## src/rtl/mbi_pkg.sv

```systemverilog
package mbi_pkg;

    typedef enum logic [2:0] {
        ST_IDLE = 3'd0,
        ST_LEAD = 3'd1,
        ST_ADDR = 3'd2,
        ST_WAIT = 3'd3,
        ST_RDLY = 3'd4,
        ST_RDY  = 3'd5,
        ST_HOLD = 3'd6,
        ST_TAIL = 3'd7
    } mbi_phase_t;

    localparam int unsigned ATOP_W = 6;

endpackage

```

## src/rtl/mbi_cmd_latch.sv

```systemverilog
module mbi_cmd_latch #(
    parameter int unsigned AW  = 32,
    parameter int unsigned DW  = 32,
    parameter int unsigned IDW = 4
) (
    input  logic            clk,
    input  logic            rst_n,
    input  logic            load,
    input  logic [AW-1:0]   in_addr,
    input  logic            in_we,
    input  logic [DW-1:0]   in_wdata,
    input  logic [DW/8-1:0] in_be,
    input  logic [IDW-1:0]  in_id,
    output logic            in_be_zero,
    output logic [AW-1:0]   q_addr,
    output logic            q_we,
    output logic [DW-1:0]   q_wdata,
    output logic [DW/8-1:0] q_be,
    output logic [IDW-1:0]  q_id
);
    localparam int unsigned BEW = DW / 8;

    // A command with no byte lane selected is illegal.
    assign in_be_zero = (in_be == '0);

    always_ff @(posedge clk or negedge rst_n) begin
        if (!rst_n) begin
            q_addr  <= '0;
            q_we    <= 1'b0;
            q_wdata <= '0;
            q_be    <= '0;
            q_id    <= '0;
        end else if (load && !in_be_zero) begin
            q_addr  <= in_addr;
            q_we    <= in_we;
            q_wdata <= in_wdata;
            q_be    <= in_be[BEW-1:0];
            q_id    <= in_id;
        end
    end
endmodule

```

## src/rtl/mbi_phase_fsm.sv

```systemverilog
module mbi_phase_fsm
    import mbi_pkg::*;
#(
    parameter int unsigned CW = 4
) (
    input  logic          clk,
    input  logic          rst_n,
    input  logic          cmd_valid,
    input  logic          cmd_be_zero,
    input  logic [CW-1:0] lead_cyc,
    input  logic [CW-1:0] rdy_dly_cyc,
    input  logic [CW-1:0] rdy_hold_cyc,
    input  logic [CW-1:0] tail_cyc,
    input  logic          gnt,
    input  logic          rvalid,
    output logic          cmd_ready,
    output logic          cmd_take,
    output logic          cmd_bad,
    output logic          req,
    output logic          rready,
    output logic          resp_take
);
    localparam logic [CW-1:0] ONE = CW'(1);

    mbi_phase_t    st_q, st_d;
    logic [CW-1:0] cnt_q, cnt_d;
    logic [CW-1:0] dly_q, hold_q, tail_q;
    logic          bad_q, bad_d;
    logic          resp_done, hold_done;

    assign cmd_take = (st_q == ST_IDLE) && cmd_valid;

    // Next-state logic
    always_comb begin
        st_d      = st_q;
        cnt_d     = cnt_q;
        bad_d     = 1'b0;
        resp_done = 1'b0;
        hold_done = 1'b0;
        resp_take = 1'b0;
        unique case (st_q)
            ST_IDLE: begin
                if (cmd_valid) begin
                    if (cmd_be_zero) begin
                        bad_d = 1'b1;
                    end else if (lead_cyc == '0) begin
                        st_d = ST_ADDR;
                    end else begin
                        st_d  = ST_LEAD;
                        cnt_d = lead_cyc;
                    end
                end
            end
            ST_LEAD: begin
                if (cnt_q == ONE) st_d = ST_ADDR;
                else              cnt_d = cnt_q - ONE;
            end
            ST_ADDR: begin
                if (gnt) st_d = ST_WAIT;
            end
            ST_WAIT: begin
                if (rvalid) begin
                    if (dly_q == '0) begin
                        resp_take = 1'b1;
                        resp_done = 1'b1;
                    end else if (dly_q == ONE) begin
                        st_d = ST_RDY;
                    end else begin
                        st_d  = ST_RDLY;
                        cnt_d = dly_q - ONE;
                    end
                end
            end
            ST_RDLY: begin
                if (cnt_q == ONE) st_d = ST_RDY;
                else              cnt_d = cnt_q - ONE;
            end
            ST_RDY: begin
                if (rvalid) begin
                    resp_take = 1'b1;
                    resp_done = 1'b1;
                end
            end
            ST_HOLD: begin
                if (cnt_q == ONE) hold_done = 1'b1;
                else              cnt_d = cnt_q - ONE;
            end
            ST_TAIL: begin
                if (cnt_q == ONE) st_d = ST_IDLE;
                else              cnt_d = cnt_q - ONE;
            end
        endcase

        // Shared exit from the response phase
        if (resp_done) begin
            if (hold_q != '0) begin
                st_d  = ST_HOLD;
                cnt_d = hold_q;
            end else if (tail_q != '0) begin
                st_d  = ST_TAIL;
                cnt_d = tail_q;
            end else begin
                st_d = ST_IDLE;
            end
        end
        if (hold_done) begin
            if (tail_q != '0) begin
                st_d  = ST_TAIL;
                cnt_d = tail_q;
            end else begin
                st_d = ST_IDLE;
            end
        end
    end

    // State register, counter and captured knobs
    always_ff @(posedge clk or negedge rst_n) begin
        if (!rst_n) begin
            st_q   <= ST_IDLE;
            cnt_q  <= '0;
            dly_q  <= '0;
            hold_q <= '0;
            tail_q <= '0;
            bad_q  <= 1'b0;
        end else begin
            st_q  <= st_d;
            cnt_q <= cnt_d;
            bad_q <= bad_d;
            if (cmd_take && !cmd_be_zero) begin
                dly_q  <= rdy_dly_cyc;
                hold_q <= rdy_hold_cyc;
                tail_q <= tail_cyc;
            end
        end
    end

    // Outputs decoded from state
    always_comb begin
        cmd_ready = (st_q == ST_IDLE);
        req       = (st_q == ST_ADDR);
        rready    = (st_q == ST_RDY) || (st_q == ST_HOLD) ||
                    ((st_q == ST_WAIT) && (dly_q == '0));
        cmd_bad   = bad_q;
    end
endmodule

```

## src/rtl/mbi_result.sv

```systemverilog
module mbi_result #(
    parameter int unsigned DW  = 32,
    parameter int unsigned IDW = 4
) (
    input  logic           clk,
    input  logic           rst_n,
    input  logic           take,
    input  logic           is_write,
    input  logic [DW-1:0]  rdata,
    input  logic           err,
    input  logic [IDW-1:0] rid,
    output logic           res_valid,
    output logic [DW-1:0]  res_rdata,
    output logic           res_err,
    output logic [IDW-1:0] res_rid
);
    always_ff @(posedge clk or negedge rst_n) begin
        if (!rst_n) begin
            res_valid <= 1'b0;
            res_rdata <= '0;
            res_err   <= 1'b0;
            res_rid   <= '0;
        end else begin
            res_valid <= take;
            if (take) begin
                res_rdata <= is_write ? '0 : rdata;
                res_err   <= err;
                res_rid   <= rid;
            end
        end
    end
endmodule

```

## src/rtl/mbi_top.sv

```systemverilog
module mbi_top
    import mbi_pkg::*;
#(
    parameter int unsigned AW  = 32,
    parameter int unsigned DW  = 32,
    parameter int unsigned IDW = 4,
    parameter int unsigned UW  = 2,
    parameter int unsigned CW  = 4
) (
    input  logic              clk,
    input  logic              rst_n,
    input  logic              cmd_valid,
    output logic              cmd_ready,
    input  logic [AW-1:0]     cmd_addr,
    input  logic              cmd_we,
    input  logic [DW-1:0]     cmd_wdata,
    input  logic [DW/8-1:0]   cmd_be,
    input  logic [IDW-1:0]    cmd_id,
    input  logic [CW-1:0]     lead_cyc,
    input  logic [CW-1:0]     rdy_dly_cyc,
    input  logic [CW-1:0]     rdy_hold_cyc,
    input  logic [CW-1:0]     tail_cyc,
    output logic              cmd_bad,
    output logic              req,
    input  logic              gnt,
    output logic [AW-1:0]     addr,
    output logic              we,
    output logic [DW/8-1:0]   be,
    output logic [DW-1:0]     wdata,
    output logic [IDW-1:0]    aid,
    output logic [ATOP_W-1:0] atop,
    output logic [UW-1:0]     auser,
    output logic              reqpar,
    input  logic              rvalid,
    output logic              rready,
    output logic              rreadypar,
    input  logic [DW-1:0]     rdata,
    input  logic              err,
    input  logic [IDW-1:0]    rid,
    output logic              res_valid,
    output logic [DW-1:0]     res_rdata,
    output logic              res_err,
    output logic [IDW-1:0]    res_rid
);
    logic cmd_take;
    logic be_zero;
    logic resp_take;

    mbi_cmd_latch #(.AW(AW), .DW(DW), .IDW(IDW)) u_cmd (
        .clk        (clk),
        .rst_n      (rst_n),
        .load       (cmd_take),
        .in_addr    (cmd_addr),
        .in_we      (cmd_we),
        .in_wdata   (cmd_wdata),
        .in_be      (cmd_be),
        .in_id      (cmd_id),
        .in_be_zero (be_zero),
        .q_addr     (addr),
        .q_we       (we),
        .q_wdata    (wdata),
        .q_be       (be),
        .q_id       (aid)
    );

    mbi_phase_fsm #(.CW(CW)) u_fsm (
        .clk          (clk),
        .rst_n        (rst_n),
        .cmd_valid    (cmd_valid),
        .cmd_be_zero  (be_zero),
        .lead_cyc     (lead_cyc),
        .rdy_dly_cyc  (rdy_dly_cyc),
        .rdy_hold_cyc (rdy_hold_cyc),
        .tail_cyc     (tail_cyc),
        .gnt          (gnt),
        .rvalid       (rvalid),
        .cmd_ready    (cmd_ready),
        .cmd_take     (cmd_take),
        .cmd_bad      (cmd_bad),
        .req          (req),
        .rready       (rready),
        .resp_take    (resp_take)
    );

    mbi_result #(.DW(DW), .IDW(IDW)) u_res (
        .clk       (clk),
        .rst_n     (rst_n),
        .take      (resp_take),
        .is_write  (we),
        .rdata     (rdata),
        .err       (err),
        .rid       (rid),
        .res_valid (res_valid),
        .res_rdata (res_rdata),
        .res_err   (res_err),
        .res_rid   (res_rid)
    );

    // Unused address-phase extensions are tied off; parity pins are odd parity.
    assign atop      = '0;
    assign auser     = '0;
    assign reqpar    = ~req;
    assign rreadypar = ~rready;
endmodule

```

## config.mk

```make
export PLATFORM = sky130hd
export DESIGN_NAME = mbi_top
export DESIGN_NICKNAME = d
export VERILOG_FILES = /design/src/rtl/mbi_pkg.sv /design/src/rtl/mbi_cmd_latch.sv /design/src/rtl/mbi_phase_fsm.sv /design/src/rtl/mbi_result.sv /design/src/rtl/mbi_top.sv
export SDC_FILE = /design/constraint.sdc
export NUM_CORES = 1
export LEC_CHECK = 0
export CORE_ASPECT_RATIO = 0.9
export CORE_MARGIN = 1.5
export CORE_UTILIZATION = 60
export DETAILED_ROUTE_END_ITERATION = 16
export DONT_BUFFER_PORTS = 1
export PLACE_DENSITY_LB_ADDON = 0.05
export REMOVE_ABC_BUFFERS = 1
export SLEW_MARGIN = 20
export SYNTH_ARGS = -nofsm -noshare
export SYNTH_HDL_FRONTEND = slang
export SYNTH_SLANG_ARGS = --single-unit
```

## constraint.sdc

```tcl
create_clock -name clk -period 3.11 [get_ports clk]
set_input_delay 0.1555 -clock clk [delete_from_list [all_inputs] [get_ports clk]]
set_output_delay 0.1555 -clock clk [all_outputs]
set_load 0.03 [all_outputs]
```

==> metrics.cfg, run 1 <==
[synth]
synth-async-reset-ratio = 1.00
ys.warnings.count = 0
synth_edf_count = 0
synth.distinct_cells = 62
ys.flop_type = dfrtp_1
syn_avg_cell_area_um2 = 12.1
synth-seq-cells = 131
synth_seq_area_share = 0.545
synth.cell_area_um2 = 6010
syn_inst = 497

[clock_network]
cts_root_buf = clkbuf_8
cts_buffers = 17
ctsHtreeMaxLevel = 4
cts.sinks = 131
postCtsHoldBufs = 127
ctsResizeCount = 0
post_cts_buffers = 0
cts_buffer_depth = 2

[die]
start_util = 0.620
die_x_um = 109
ios = 256
rows = 34
die_h_um = 98.0

[run_status]
status = did not finish
lastStage = clock tree synthesis
error = [ERROR RSZ-0060] Max buffer count reached.

[place]
hpwl_um = 9430
gp_congestion = 0.926
io_buffer_count = 0

[logic make-up after synthesis]
family	share of synthesized area
other	0.000624
flip-flops	0.545
adder cells (fa/ha/maj)	0.0121
XOR/XNOR	0.00437
AND/OR/NAND/NOR	0.141
buffers and inverters	0.0433
AO/OA/AOI/OAI	0.0749
multiplexers	0.179
[through the flow]
stage | utilization | instances | instance area, um^2 | setup slack, ns
2_1_floorplan | - | 468 | 5820 | -1.54
3_3_place_gp | 0.623 | 601 | 6040 | 0.802
3_5_place_dp | 0.623 | 601 | 6040 | 0.758
[synthesized netlist by cell type, types with 2 or more instances]
library cell  instances  share of area
dfrtp_1             131           0.55
nand2_1              85          0.053
mux2_2               57           0.11
nand3b_1             33          0.041
mux2_4               26          0.065
buf_2                13          0.011
inv_1                10         0.0062
o21ai_0               9         0.0075
buf_4                 8          0.010
clkbuf_1              8         0.0050
a21oi_1               7         0.0058
nor2_1                6         0.0037
a22oi_1               5         0.0062
buf_6                 5         0.0094
ha_1                  5          0.010
nand3_1               5         0.0042
nor2b_1               5         0.0052
nor3_1                5         0.0042
and3_1                4         0.0042
o211ai_1              4         0.0050
or4_1                 4         0.0050
mux2i_1               3         0.0050
nand2b_1              3         0.0031
nor3b_1               3         0.0037
nor4_1                3         0.0031
o21ai_1               3         0.0025
o221ai_1              3         0.0044
o41ai_1               3         0.0044
a211oi_1              2         0.0025
a21boi_0              2         0.0025
and2_1                2         0.0021
buf_1                 2         0.0012
o31a_1                2         0.0029
o32a_1                2         0.0033
xnor2_1               2         0.0029
==> run 2, diff against run 1 <==
--- a/config.mk
+++ b/config.mk
@@ -5,12 +5,11 @@
 export SDC_FILE = /design/constraint.sdc
 export NUM_CORES = 1
 export LEC_CHECK = 0
-export CORE_ASPECT_RATIO = 0.9
 export CORE_MARGIN = 1.5
-export CORE_UTILIZATION = 60
+export CORE_UTILIZATION = 40
 export DETAILED_ROUTE_END_ITERATION = 16
 export DONT_BUFFER_PORTS = 1
-export PLACE_DENSITY_LB_ADDON = 0.05
+export PLACE_DENSITY_LB_ADDON = 0.15
 export REMOVE_ABC_BUFFERS = 1
 export SLEW_MARGIN = 20
 export SYNTH_ARGS = -nofsm -noshare
==> run 2 against run 1 <==
The flow now finishes, with violations (negative hold slack). Area after synthesis stayed put. Synthesized cell count stayed put.
==> metrics.cfg, run 2 <==
[run_status]
status = finished with violations
violations = negative hold slack

[job]
drv_cap = 0

[timing]
fin_crit_sh = 0.796
whs_ns = -0.567
fmax_mhz = 404
rsz0062_at_grt = false
worst-slew-pin-transition_ns = 1.04
hold_viol_final = 131
max_slew_margin = 0.306
setup-tns-final_ns = 0
fin_ws_ns = 0.634
maxSlewViolCount = 0
finalClockSkew_ns = 0.00618
post-route-min-period_ns = 2.48
setup_viol_count_final = 0

[route]
wl_met3_um = 931
drtIter0Drc = 214
vias = 4327
first_pass_iters = 5
wl_per_cell_um = 18.7
wl_um = 15200
drcViolationCount = 0
top_layer_used = met4
wl_met1_um = 5770
wl_met2_um = 8040
vias_per_cell = 5.31
antenna_left = 0

[place]
hpwl_um = 9940
pre_cts_slack_ns = 0.716
io_buffer_count = 0
gp_congestion = 0.881

[critical_path]
start_kind = register
max_stage_delay_ns = 0.63
rrSetupSlack_ns = 0.71
cp.required_ns = 2.95
r2r-end = u_fsm.st_q[1]
cp_max_fo = 14
slowest_stage = dfrtp_1
criticalPathCategory = reg -> out
cp-end-kind = output port
r2r_start = u_fsm.st_q[0]
r2r_cells = 5
arrival_ns = 2.32
crit_chain = nor2b_1 > a22oi_2 > inv_1

[clock_network]
path_clk_slew_ns = 0.06
ctsResizeCount = 0
postCtsHoldBufs = 123
cts_buffers = 17
cts_tree = done
ctsHtreeMaxLevel = 4
cts_root_buf = clkbuf_16
cts_buffer_depth = 2
cts.sinks = 131
clk_latency_ns = 0.42
post_cts_buffers = 0

[layout]
fin_util = 0.546
largestRegisters = u_cmd.q_addr (32), u_cmd.q_wdata (32), u_res.res_rdata (32)
fin_nets = 753
layout-drive-gt1-share = 0.203
mostFrequentLayoutCell = dfrtp_1
ff_latch_area_um2 = 3280
multi_input_area_um2 = 2500
syn_to_final_growth_pct = 32.5
nFillCells = 1226
final_cell_mix = dfrtp_1 (131), dlygate4sd3_1 (123), nand2_1 (85)

[synth]
synth.cell_area_um2 = 6010
syn_avg_cell_area_um2 = 12.1
ys_top_cells_by_area = dfrtp_1 (55%), mux2_2 (11%), mux2_4 (6.5%)
synth.distinct_cells = 62
ys.warnings.count = 0
synth-async-reset-ratio = 1.00
synth_seq_area_share = 0.545
synth-seq-cells = 131
synth_top_area_frac = 0.545
synth.most_common_cell = dfrtp_1
synth_edf_count = 0
ys.flop_type = dfrtp_1
synth_common_cells = dfrtp_1 (131), nand2_1 (85), mux2_2 (57)
syn_inst = 497
synth_top_area_cell = dfrtp_1

[global_routing]
antenna_found_initial = 1
overflow = 0
grt_max_degree = 132
grt.total_usage = 0.198
grt_pass1_vias = 4693
grt_pass1_wl_um = 24500

[die]
die-area_um2 = 15800
die_x_um = 126
core_um2 = 14600
ios = 256
start_util = 0.412
rows = 44
die_h_um = 126

[power_and_ir_drop]
power_density_nw_per_um2 = 1110
vdd_drop_max_mv = 0.579
p_leak_nw = 3.55

[min_path]
min_path_type = in -> async

[run 2: cell counts after synthesis]
Identical to the previous run, type by type.
[run 2: cells by family after synthesis]
kind of cell,synth area share
and+or+nand+nor,0.141
AOI/OAI and AO/OA,0.0749
muxes,0.179
adders and majority gates,0.0121
xor gates and xnor gates,0.00437
buffers and inverters,0.0433
DFF,0.545
other,0.000624
[run 2: worst max path at each step]
stage                       start        endpoint  slack (ns)  depth (start not counted)
finish              u_fsm.st_q[1]          rready        0.63                          3
global placement    u_fsm.st_q[0]   u_fsm.st_q[1]        0.75                          5
CTS                 u_fsm.st_q[1]          rready        0.63                          3
detailed placement  u_fsm.st_q[1]  u_fsm.cnt_q[0]        0.72                          6
floorplan           u_fsm.st_q[1]  u_fsm.cnt_q[1]       -1.54                          5
global route        u_fsm.st_q[1]  u_fsm.cnt_q[0]        0.52                          6
[run 2: through the flow]
step	power [mW]	hold WS [ns]	area [um^2]	std cells
after floorplan	6.05	-0.140	5820	468
after global placement	6.62	-0.137	6130	659
after detailed placement	6.68	-0.139	6130	659
after CTS	8.88	-0.594	7970	814
after global routing	9.30	-0.596	7970	815
final	8.83	-0.567	7970	815
[run 2: critical path, delay by kind of cell, from the launching register on]
kind / cells / cell delay, ns
DFF: 1 / 0.63
and+or+nand+nor: 1 / 0.62
AOI/OAI and AO/OA: 1 / 0.35
buffers and inverters: 1 / 0.30
[run 2: routing by layer]
metal	vias up	global-route usage
met1	2121	0.222
met2	181	0.343
li1	1989	-
met3	36	0.0659
met5	-	0
met4	0	0.0882
[run 2: final cells by class]
type,instances,share of cell area
Clock buffer,17,0.0534
Sequential cell,131,0.411
Tap cell,184,0.0289
Clock inverter,15,0.0226
Antenna cell,1,0.000314
Timing Repair Buffer,130,0.164
Inverter,11,0.00518
Multi-Input combinational cell,326,0.314
[run 2: power by group]
group	switching, mW	leakage, nW	internal [mW]	total, mW
combinational	1.02	1.64	1.20	2.22
clock	0.776	0.290	1.27	2.04
sequential	2.10	1.62	2.48	4.57
total	3.90	3.55	4.94	8.83
Note: power is estimated with default switching activity, not from simulation.
==> run 3, diff against run 2 <==
==> constraint.sdc (replaced) <==
create_clock -name clk -period 2.3 [get_ports clk]
set_input_delay 0.115 -clock clk [delete_from_list [all_inputs] [get_ports clk]]
set_output_delay 0.115 -clock clk [all_outputs]
set_load 0.03 [all_outputs]
==> run 3 against run 2 <==
The run still ends with negative hold slack left. Critical path type is now reg -> reg. Flip-flop and latch count unchanged. Die area is the same. Cell count up 1.7%. Clock power is 30% higher. Final area increased by 1.1%. Wire length up 1.9%. Global-route usage up 0.12 points.
==> metrics.cfg, run 3 (synthesized netlist as in run 2, its figures left out) <==
[clock_network]
cts_buffers = 17
cts.sinks = 131
cts_root_buf = clkbuf_16
ctsHtreeMaxLevel = 4
cts_tree = done
postCtsHoldBufs = 124
clk_latency_ns = 0.41
path_clk_slew_ns = 0.06
cts_buffer_depth = 2

[layout]
fin_nets = 767
final_cell_mix = dfrtp_1 (131), dlygate4sd3_1 (124), nand2_1 (85)
fin_util = 0.552
mostFrequentLayoutCell = dfrtp_1
ff_latch_area_um2 = 3280
multi_input_area_um2 = 2510
layout-drive-gt1-share = 0.224
finalInstanceArea_um2 = 8060
syn_to_final_growth_pct = 34.0
largestRegisters = u_cmd.q_addr (32), u_cmd.q_wdata (32), u_res.res_rdata (32)
nFillCells = 1202

[critical_path]
start_kind = register
cp-end-kind = register
cp.required_ns = 2.59
cp_max_fo = 5
rrSetupSlack_ns = 0.15
r2r_start = u_fsm.cnt_q[1]
arrival_ns = 2.44
criticalPathCategory = reg -> reg
r2r-end = u_fsm.st_q[1]
r2r_cells = 7

[min_path]
min_path_type = in -> async

[power_and_ir_drop]
power_density_nw_per_um2 = 1490
total_power_mw = 12.0
combPwrFrac = 0.265
clkPwrFrac = 0.221
switching_share = 0.443
power.internal_mw = 6.68
vdd_drop_max_mv = 0.868
netSwitchingPower_mw = 5.32
pwr-share-seq = 0.514
p_leak_nw = 3.61

[route]
drtIter0Drc = 273
top_layer_used = met4
wl_met1_um = 5880
drcViolationCount = 0
wl_per_cell_um = 18.7
first_pass_iters = 4
wl_met2_um = 8080
vias_per_cell = 5.35
wl_um = 15500
vias = 4434
wl_met3_um = 1050
antenna_left = 0

[place]
hpwl_um = 10100
gp_congestion = 0.860
io_buffer_count = 0
placed_area_um2 = 6230

[timing]
max_slew_margin = 0.444
whs_ns = -0.605
rsz0062_at_grt = false
finalClockSkew_ns = 0.00913
fin_crit_sh = 0.936
post-route-min-period_ns = 2.15
setup_viol_count_final = 0
fmax_mhz = 464
maxSlewViolCount = 0
hold_viol_final = 131
worst-slew-pin-transition_ns = 0.833

[global_routing]
antenna_found_initial = 1
overflow = 0
grt_max_degree = 132
grt_pass1_wl_um = 24900
grt.total_usage = 0.200
grt_pass1_vias = 4770

[job]
drv_cap = 0

[run_status]
violations = negative hold slack
status = finished with violations

[die]
ios = 256
die-area_um2 = 15800
die_h_um = 126
die_x_um = 126
rows = 44
start_util = 0.412
core_um2 = 14600

[run 3: final cells by class]
| cell class | instances | area share |
|---|---|---|
| sequential | 131 | 0.407 |
| tap | 184 | 0.0286 |
| antenna | 1 | 0.000311 |
| clock buffer | 17 | 0.0528 |
| inverter | 11 | 0.00513 |
| clock inverter | 15 | 0.0193 |
| multi-input combinational | 326 | 0.311 |
| timing repair buffer | 144 | 0.176 |
[run 3: critical path: stages (launching register included)]
cell,delay [ns]
dfrtp_1,0.43
inv_2,0.10
ha_2,0.21
or3b_4,0.41
o21ai_1,0.12
o311ai_1,0.13
o211ai_1,0.29
mux2_1,0.35
[run 3: worst max-delay path by stage]
stage              startpoint              to  slack [ns]  cells past startpoint
6_report       u_fsm.cnt_q[1]   u_fsm.st_q[1]        0.15                      7
5_1_grt        u_fsm.cnt_q[1]   u_fsm.st_q[1]        0.01                      7
4_1_cts        u_fsm.cnt_q[1]   u_fsm.st_q[1]        0.09                      7
3_5_place_dp   u_fsm.cnt_q[1]   u_fsm.st_q[1]        0.11                      7
3_3_place_gp   u_fsm.cnt_q[1]   u_fsm.st_q[1]        0.16                      7
2_1_floorplan   u_fsm.st_q[1]  u_fsm.cnt_q[1]       -2.35                      5
[run 3: repair_timing]
| item | in CTS | in global routing |
|---|---|---|
| buffers inserted | 0 | 0 |
| gates resized for setup | 0 | 4 |
| setup endpoints to repair | 0 | 1 |
| hold endpoints to repair | 255 | 131 |
[run 3: power groups by stage]
stage	sequential, mW	clock [mW]	combinational, mW
final	6.17	2.65	3.18
after global routing	6.30	2.84	3.51
after CTS	6.15	2.71	3.16
after detailed placement	6.17	0	2.98
after global placement	6.18	0	2.90
after floorplan	5.88	0	2.30
[run 3: per-stage QoR]
step | TNS, ns | instances | hold WS (ns) | worst slack [ns]
6_report | 0 | 829 | -0.605 | 0.147
5_1_grt | 0 | 829 | -0.633 | 0.0126
4_1_cts | 0 | 828 | -0.624 | 0.0932
3_5_place_dp | 0 | 672 | -0.179 | 0.105
3_3_place_gp | 0 | 672 | -0.178 | 0.161
2_1_floorplan | -188.36 | 468 | -0.181 | -2.35
[run 3: layer usage]
layer,GRT usage,up-vias
met4,0.0989,0
met5,0,-
li1,-,2018
met3,0.0650,38
met1,0.228,2209
met2,0.336,169
